<file path="config.mk">
export PLATFORM = sky130hd
export DESIGN_NAME = halt_resume_grouper
export DESIGN_NICKNAME = d
export VERILOG_FILES = /design/src/rtl/hrg_pkg.sv /design/src/rtl/hrg_rise.sv /design/src/rtl/hrg_cfg_regs.sv /design/src/rtl/hrg_resume_gate.sv /design/src/rtl/halt_resume_grouper.sv
export SDC_FILE = /design/constraint.sdc
export NUM_CORES = 1
export LEC_CHECK = 0
export ABC_AREA = 1
export CAP_MARGIN = 5
export CORE_MARGIN = 2
export CORE_UTILIZATION = 50
export DETAILED_ROUTE_END_ITERATION = 10
export GPL_TIMING_DRIVEN = 0
export HOLD_SLACK_MARGIN = 0.05
export PLACE_DENSITY = 0.76
export SLEW_MARGIN = 10
export SYNTH_ARGS = -nofsm -noshare
export SYNTH_HDL_FRONTEND = slang
export SYNTH_HIERARCHICAL = 1
export SYNTH_SLANG_ARGS = --single-unit
export TNS_END_PERCENT = 100
</file>
<file path="constraint.sdc">
create_clock -name clk -period 1.4 [get_ports clk]
set_input_delay 0.14 -clock clk [delete_from_list [all_inputs] [get_ports clk]]
set_output_delay 0.14 -clock clk [all_outputs]
set_load 0.05 [all_outputs]
</file>
<file path="src/rtl/hrg_pkg.sv">
package hrg_pkg;
    typedef enum logic [0:0] {
        RG_IDLE = 1'b0,
        RG_HOLD = 1'b1
    } rgate_state_e;

    typedef enum logic [0:0] {
        KIND_HALT   = 1'b0,
        KIND_RESUME = 1'b1
    } grp_kind_e;
endpackage

</file>
<file path="src/rtl/hrg_rise.sv">
module hrg_rise #(
    parameter int W = 4
) (
    input  logic         clk,
    input  logic         rst_n,
    input  logic [W-1:0] sig,
    output logic [W-1:0] rise
);
    logic [W-1:0] sig_q;

    always_ff @(posedge clk or negedge rst_n) begin
        if (!rst_n) begin
            sig_q <= '0;
        end else begin
            sig_q <= sig;
        end
    end

    assign rise = sig & ~sig_q;
endmodule

</file>
<file path="src/rtl/hrg_cfg_regs.sv">
module hrg_cfg_regs
    import hrg_pkg::*;
#(
    parameter int N_MEM = 8,
    parameter int GW    = 2,
    parameter int IW    = 3
) (
    input  logic                      clk,
    input  logic                      rst_n,
    input  logic                      we,
    input  logic                      kind,
    input  logic [IW-1:0]             idx,
    input  logic [GW-1:0]             wdata,
    output logic [GW-1:0]             rdata,
    output logic [N_MEM-1:0][GW-1:0]  hgrp_o,
    output logic [N_MEM-1:0][GW-1:0]  rgrp_o
);
    logic [N_MEM-1:0][GW-1:0] hgrp_q;
    logic [N_MEM-1:0][GW-1:0] rgrp_q;
    logic                     sel_ok;

    assign sel_ok = (32'(idx) < N_MEM);

    always_ff @(posedge clk or negedge rst_n) begin
        if (!rst_n) begin
            hgrp_q <= '0;
            rgrp_q <= '0;
        end else if (we && sel_ok) begin
            if (grp_kind_e'(kind) == KIND_RESUME) begin
                rgrp_q[idx] <= wdata;
            end else begin
                hgrp_q[idx] <= wdata;
            end
        end
    end

    always_comb begin
        rdata = '0;
        if (sel_ok) begin
            rdata = (grp_kind_e'(kind) == KIND_RESUME) ? rgrp_q[idx] : hgrp_q[idx];
        end
    end

    assign hgrp_o = hgrp_q;
    assign rgrp_o = rgrp_q;
endmodule

</file>
<file path="src/rtl/hrg_resume_gate.sv">
module hrg_resume_gate
    import hrg_pkg::*;
(
    input  logic clk,
    input  logic rst_n,
    input  logic evt,
    input  logic busy,
    output logic fire
);
    rgate_state_e state_q;
    rgate_state_e state_d;

    always_ff @(posedge clk or negedge rst_n) begin
        if (!rst_n) begin
            state_q <= RG_IDLE;
        end else begin
            state_q <= state_d;
        end
    end

    always_comb begin
        state_d = state_q;
        fire    = 1'b0;
        unique case (state_q)
            RG_IDLE: begin
                if (evt) begin
                    if (busy) begin
                        state_d = RG_HOLD;
                    end else begin
                        fire = 1'b1;
                    end
                end
            end
            RG_HOLD: begin
                if (!busy) begin
                    fire    = 1'b1;
                    state_d = RG_IDLE;
                end
            end
            default: state_d = RG_IDLE;
        endcase
    end
endmodule

</file>
<file path="src/rtl/halt_resume_grouper.sv">
module halt_resume_grouper #(
    parameter int N_GROUPS   = 4,
    parameter int N_HARTS    = 4,
    parameter int N_TRIG_IN  = 2,
    parameter int N_TRIG_OUT = 2,
    localparam int GW    = (N_GROUPS > 1) ? $clog2(N_GROUPS) : 1,
    localparam int N_MEM = N_HARTS + N_TRIG_IN + N_TRIG_OUT,
    localparam int IW    = (N_MEM > 1) ? $clog2(N_MEM) : 1
) (
    input  logic                  clk,
    input  logic                  rst_n,
    input  logic                  cfg_we,
    input  logic                  cfg_kind,
    input  logic [IW-1:0]         cfg_idx,
    input  logic [GW-1:0]         cfg_wdata,
    output logic [GW-1:0]         cfg_rdata,
    input  logic [N_HARTS-1:0]    hart_halted,
    input  logic [N_HARTS-1:0]    hart_running,
    input  logic [N_HARTS-1:0]    hart_halting,
    input  logic [N_TRIG_IN-1:0]  trig_in,
    input  logic                  abs_busy,
    output logic [N_HARTS-1:0]    halt_req,
    output logic [N_HARTS-1:0]    resume_req,
    output logic [N_TRIG_OUT-1:0] trig_out
);
    localparam int TI_BASE = N_HARTS;
    localparam int TO_BASE = N_HARTS + N_TRIG_IN;

    logic [N_MEM-1:0][GW-1:0] hgrp;
    logic [N_MEM-1:0][GW-1:0] rgrp;
    logic [N_HARTS-1:0]       halt_rise;
    logic [N_HARTS-1:0]       run_rise;
    logic [N_GROUPS-1:0]      hevt;
    logic [N_GROUPS-1:0]      rfire;

    hrg_cfg_regs #(.N_MEM(N_MEM), .GW(GW), .IW(IW)) u_cfg (
        .clk    (clk),
        .rst_n  (rst_n),
        .we     (cfg_we),
        .kind   (cfg_kind),
        .idx    (cfg_idx),
        .wdata  (cfg_wdata),
        .rdata  (cfg_rdata),
        .hgrp_o (hgrp),
        .rgrp_o (rgrp)
    );

    hrg_rise #(.W(N_HARTS)) u_halt_edge (
        .clk   (clk),
        .rst_n (rst_n),
        .sig   (hart_halted),
        .rise  (halt_rise)
    );

    hrg_rise #(.W(N_HARTS)) u_run_edge (
        .clk   (clk),
        .rst_n (rst_n),
        .sig   (hart_running),
        .rise  (run_rise)
    );

    for (genvar g = 0; g < N_GROUPS; g++) begin : g_grp
        if (g == 0) begin : g_none
            assign hevt[g]  = 1'b0;
            assign rfire[g] = 1'b0;
        end else begin : g_live
            logic [N_HARTS-1:0]   hm;
            logic [N_HARTS-1:0]   rm;
            logic [N_TRIG_IN-1:0] htm;
            logic [N_TRIG_IN-1:0] rtm;
            logic                 revt;

            for (genvar h = 0; h < N_HARTS; h++) begin : g_hart
                assign hm[h] = (hgrp[h] == GW'(g));
                assign rm[h] = (rgrp[h] == GW'(g));
            end
            for (genvar t = 0; t < N_TRIG_IN; t++) begin : g_tin
                assign htm[t] = (hgrp[TI_BASE + t] == GW'(g));
                assign rtm[t] = (rgrp[TI_BASE + t] == GW'(g));
            end

            assign hevt[g] = (|(halt_rise & hm)) | (|(trig_in & htm));
            assign revt    = (|(run_rise & rm)) | (|(trig_in & rtm));

            hrg_resume_gate u_gate (
                .clk   (clk),
                .rst_n (rst_n),
                .evt   (revt),
                .busy  (abs_busy),
                .fire  (rfire[g])
            );
        end
    end

    for (genvar h = 0; h < N_HARTS; h++) begin : g_req
        always_ff @(posedge clk or negedge rst_n) begin
            if (!rst_n) begin
                halt_req[h]   <= 1'b0;
                resume_req[h] <= 1'b0;
            end else begin
                halt_req[h]   <= hevt[hgrp[h]];
                resume_req[h] <= rfire[rgrp[h]] & ~hart_halting[h] & ~hart_running[h];
            end
        end
    end

    for (genvar t = 0; t < N_TRIG_OUT; t++) begin : g_tout
        always_ff @(posedge clk or negedge rst_n) begin
            if (!rst_n) begin
                trig_out[t] <= 1'b0;
            end else begin
                trig_out[t] <= hevt[hgrp[TO_BASE + t]] | rfire[rgrp[TO_BASE + t]];
            end
        end
    end
endmodule

</file>
==> metrics.yaml <==
yosys_warnings: 6
overflow: 0
max-slew-margin-rel_pct: 59.2
ctsLongestPathBuffers: 2
period_needed_ns: 1.83
drive_gt1_share_pct: 20.9
cts-htree-levels: 2
die_x_um: 81.4
fin_worst_skew_ns: 0.00751
core-area_mm2: 0.00585
clk_latency_ns: 0.31
synthCells: 429
finalPower_mw: 5.07
grt_first_pass_wirelength_um: 12500
hold_path.class: "in -> reg"
port_buffers: 33
ioPinCount: 36
maxSlewViolCount: 0
ys_seq_area_share_pct: 44.3
rrSetupSlack_ns: -0.43
netlist.area_leader.share_pct: 44.3
rsz0062_at_grt: "true"
r2r-start: "u_cfg/rgrp_o[7]"
fmax_mhz: 545
area_delta_synth_final_pct: 28.4
grt_max_degree: 34
path_cells: "inv_2 > nand3_1 > nand2_2 > a31oi_2 > nand4_1 > nor2_2 > nor2_4 > a21oi_2 > nor2_1 > a21oi_1 > nand2_1"
critPathCaptureType: "flip-flop"
synth_area_per_cell_um2: 6.99
hold_viol_final: 0
timing.final.ws_setup_ns: -0.434
grt_pass1_vias: 2571
cts.sinks: 53
fillers: 487
yosysTopAreaCell: "dfrtp_1"
worst_path_max_delay_cell: "dfrtp_2"
n_antenna_cell: 0
initial_utilization_pct: 51.2
powerDensity_mw_per_mm2: 1320
placedInstanceArea_mm2: 0.00344
holdPathEnd: "u_halt_edge/sig_q[0]"
yosys.cell_count.top_type: "nand2_1"
vias: 3046
final_area_mm2: 0.00385
worstRegToRegCells: 11
numCtsBuffers: 5
setup_viol: 10
multi_input_area_mm2: 0.00157
num_rows: 28
finish.net_count: 515
status: "finished with violations"
synth_fp_nets: 453
drtAntennaViolNets: 0
grtUsageTotal_pct: 24.8
crit_type: "reg -> reg"
wirelength_um: 7890
fin_util_pct: 65.7
cap_violations: 0
crit_arrival_ns: 2.04
initialDrtViolationCount: 367
vias_per_cell: 5.37
synth_edf_count: 0
cts_tree: "yes"
ys.flop_type: "dfrtp_1"
gp_congestion: 0.909
p_leak_nw: 1.97
cp-start-kind: "flip-flop"
synth_cell_type_count: 24
fp.dieH_um: 81.4
dr.pass1.iters: 5
synth_commonest_cells: "150 x nand2_1, 64 x nand3_1, 53 x dfrtp_1"
slowest_delay_ns: 0.45
clkTransAtPathRegs_ns: 0.10
r2r-end: "trig_out[0]"
clock-root-buffer: "clkbuf_8"
synthTopCellsByArea: "dfrtp_1 44%, nand2_1 19%, nand3_1 11%, nor2_1 5.0%, inv_1 4.8%"
die_area_mm2: 0.00663
netlist_area_mm2: 0.00300
drc_errors: 0
async_flop_share_pct: 100
dpl_worst_slack_ns: -0.920
violations: "negative setup slack"
ff_latch_area_mm2: 0.00134
min_path_cells: 1
period_share_pct: 131
cp.required_ns: 1.61
path_max_fanout: 7
avgRoutedWirePerCell_um: 13.9
hpwl_um: 5320
antenna_found_initial: 0
vdd_ir_drop_max_uv: 659
ys_ff_latch: 53
hp-start: "hart_halted[0]"
worst_pin_slew_ns: 0.611
==> logic make-up after synthesis <==
group                  share of synthesized area [%]
buffers and inverters                           7.77
AO/OA/AOI/OAI                                   7.31
AND/OR/NAND/NOR                                 40.7
flip-flops                                      44.3
==> cell usage in the layout, fill, tap and decap left out, types with 5 or more instances in the layout <==
cell type        instances
o21ai_0                 16
dfrtp_1                 45
o21ai_1                  8
clkbuf_8                 7
dlygate4sd2_1           10
nor2_2                  11
clkdlybuf4s50_1         20
a21oi_1                 12
inv_1                   33
inv_2                   12
buf_4                   21
dfrtp_2                  8
nor3_2                   5
nor2_1                  33
nand3_1                 55
nor2_4                   7
buf_6                    5
nand3_2                 11
nand2_1                146
nand2_2                  6
==> stage by stage <==
| step | setup TNS (ns) | hold WS [ns] | instances |
|---|---|---|---|
| floorplan | -0.162 | -0.156 | 429 |
| global placement | -78.70 | 0.471 | 537 |
| detailed placement | -9.99 | 0.124 | 538 |
| CTS | -2.45 | 0.284 | 560 |
| global route | -4.35 | 0.298 | 567 |
| finish | -3.34 | 0.288 | 567 |
==> power breakdown <==
part	internal [mW]	switching [mW]	leakage, nW
clock network	0.448	0.504	0.0542
logic	0.776	1.14	1.26
registers	1.83	0.366	0.649
==> worst max-delay path, delay by kind of cell, from the launching register on <==
| family | cells | cell delay [ns] |
|---|---|---|
| AOI/OAI and AO/OA | 3 | 0.43 |
| buffers and inverters | 1 | 0.06 |
| DFF | 1 | 0.45 |
| and+or+nand+nor | 7 | 0.78 |
==> worst max-delay path by stage <==
stage / endpoint / from / cells past startpoint / slack (ns)
6_report: trig_out[0] / u_cfg/rgrp_o[7] / 11 / -0.43
5_1_grt: trig_out[0] / u_cfg/rgrp_o[7] / 11 / -0.52
4_1_cts: trig_out[1] / u_cfg/rgrp_o[7] / 12 / -0.33
3_5_place_dp: cfg_rdata[0] / cfg_idx[1] / 9 / -0.92
3_3_place_gp: resume_req[2] / rst_n / 1 / -1.32
2_1_floorplan: trig_out[1] / u_cfg/rgrp_o[6] / 12 / -0.10
==> what timing repair did <==
item | in CTS | in global routing
endpoints found under the hold margin | 20 | 0
setup buffers | 13 | 9
pin swaps | 5 | 24
hold buffers | 1 | 0
gates resized for setup | 43 | 31
endpoints found under the setup margin | 18 | 12
==> flip-flops by register name (all words and copies together), names as in the netlist <==
name                         cells
u_cfg/rgrp_o                    16
u_halt_edge/sig_q                4
u_cfg/hgrp_o                    16
g_grp.g_live.u_gate/state_q      3
resume_req                       4
u_run_edge/sig_q                 4
halt_req                         4
trig_out                         2
==> layout make-up <==
class / count / share of cell area, %
flip-flops and latches: 53 / 34.7
repair buffers: 56 / 13.4
plain buffers: 8 / 1.43
clock inverters: 1 / 0.130
inverters: 46 / 4.55
clock buffers: 7 / 2.50
multi-input cells: 321 / 40.8
well taps: 75 / 2.44
==> per-layer routing <==
| layer | GRT usage (%) | vias up | wire length (um) |
|---|---|---|---|
| met5 | 0 | - | 0 |
| met4 | 6.95 | 0 | 85 |
| met3 | 3.41 | 11 | 633 |
| met2 | 37.6 | 134 | 3770 |
| met1 | 37.2 | 1406 | 3400 |
| li1 | - | 1495 | - |
No activity file was read; power rests on OpenSTA's default activity.
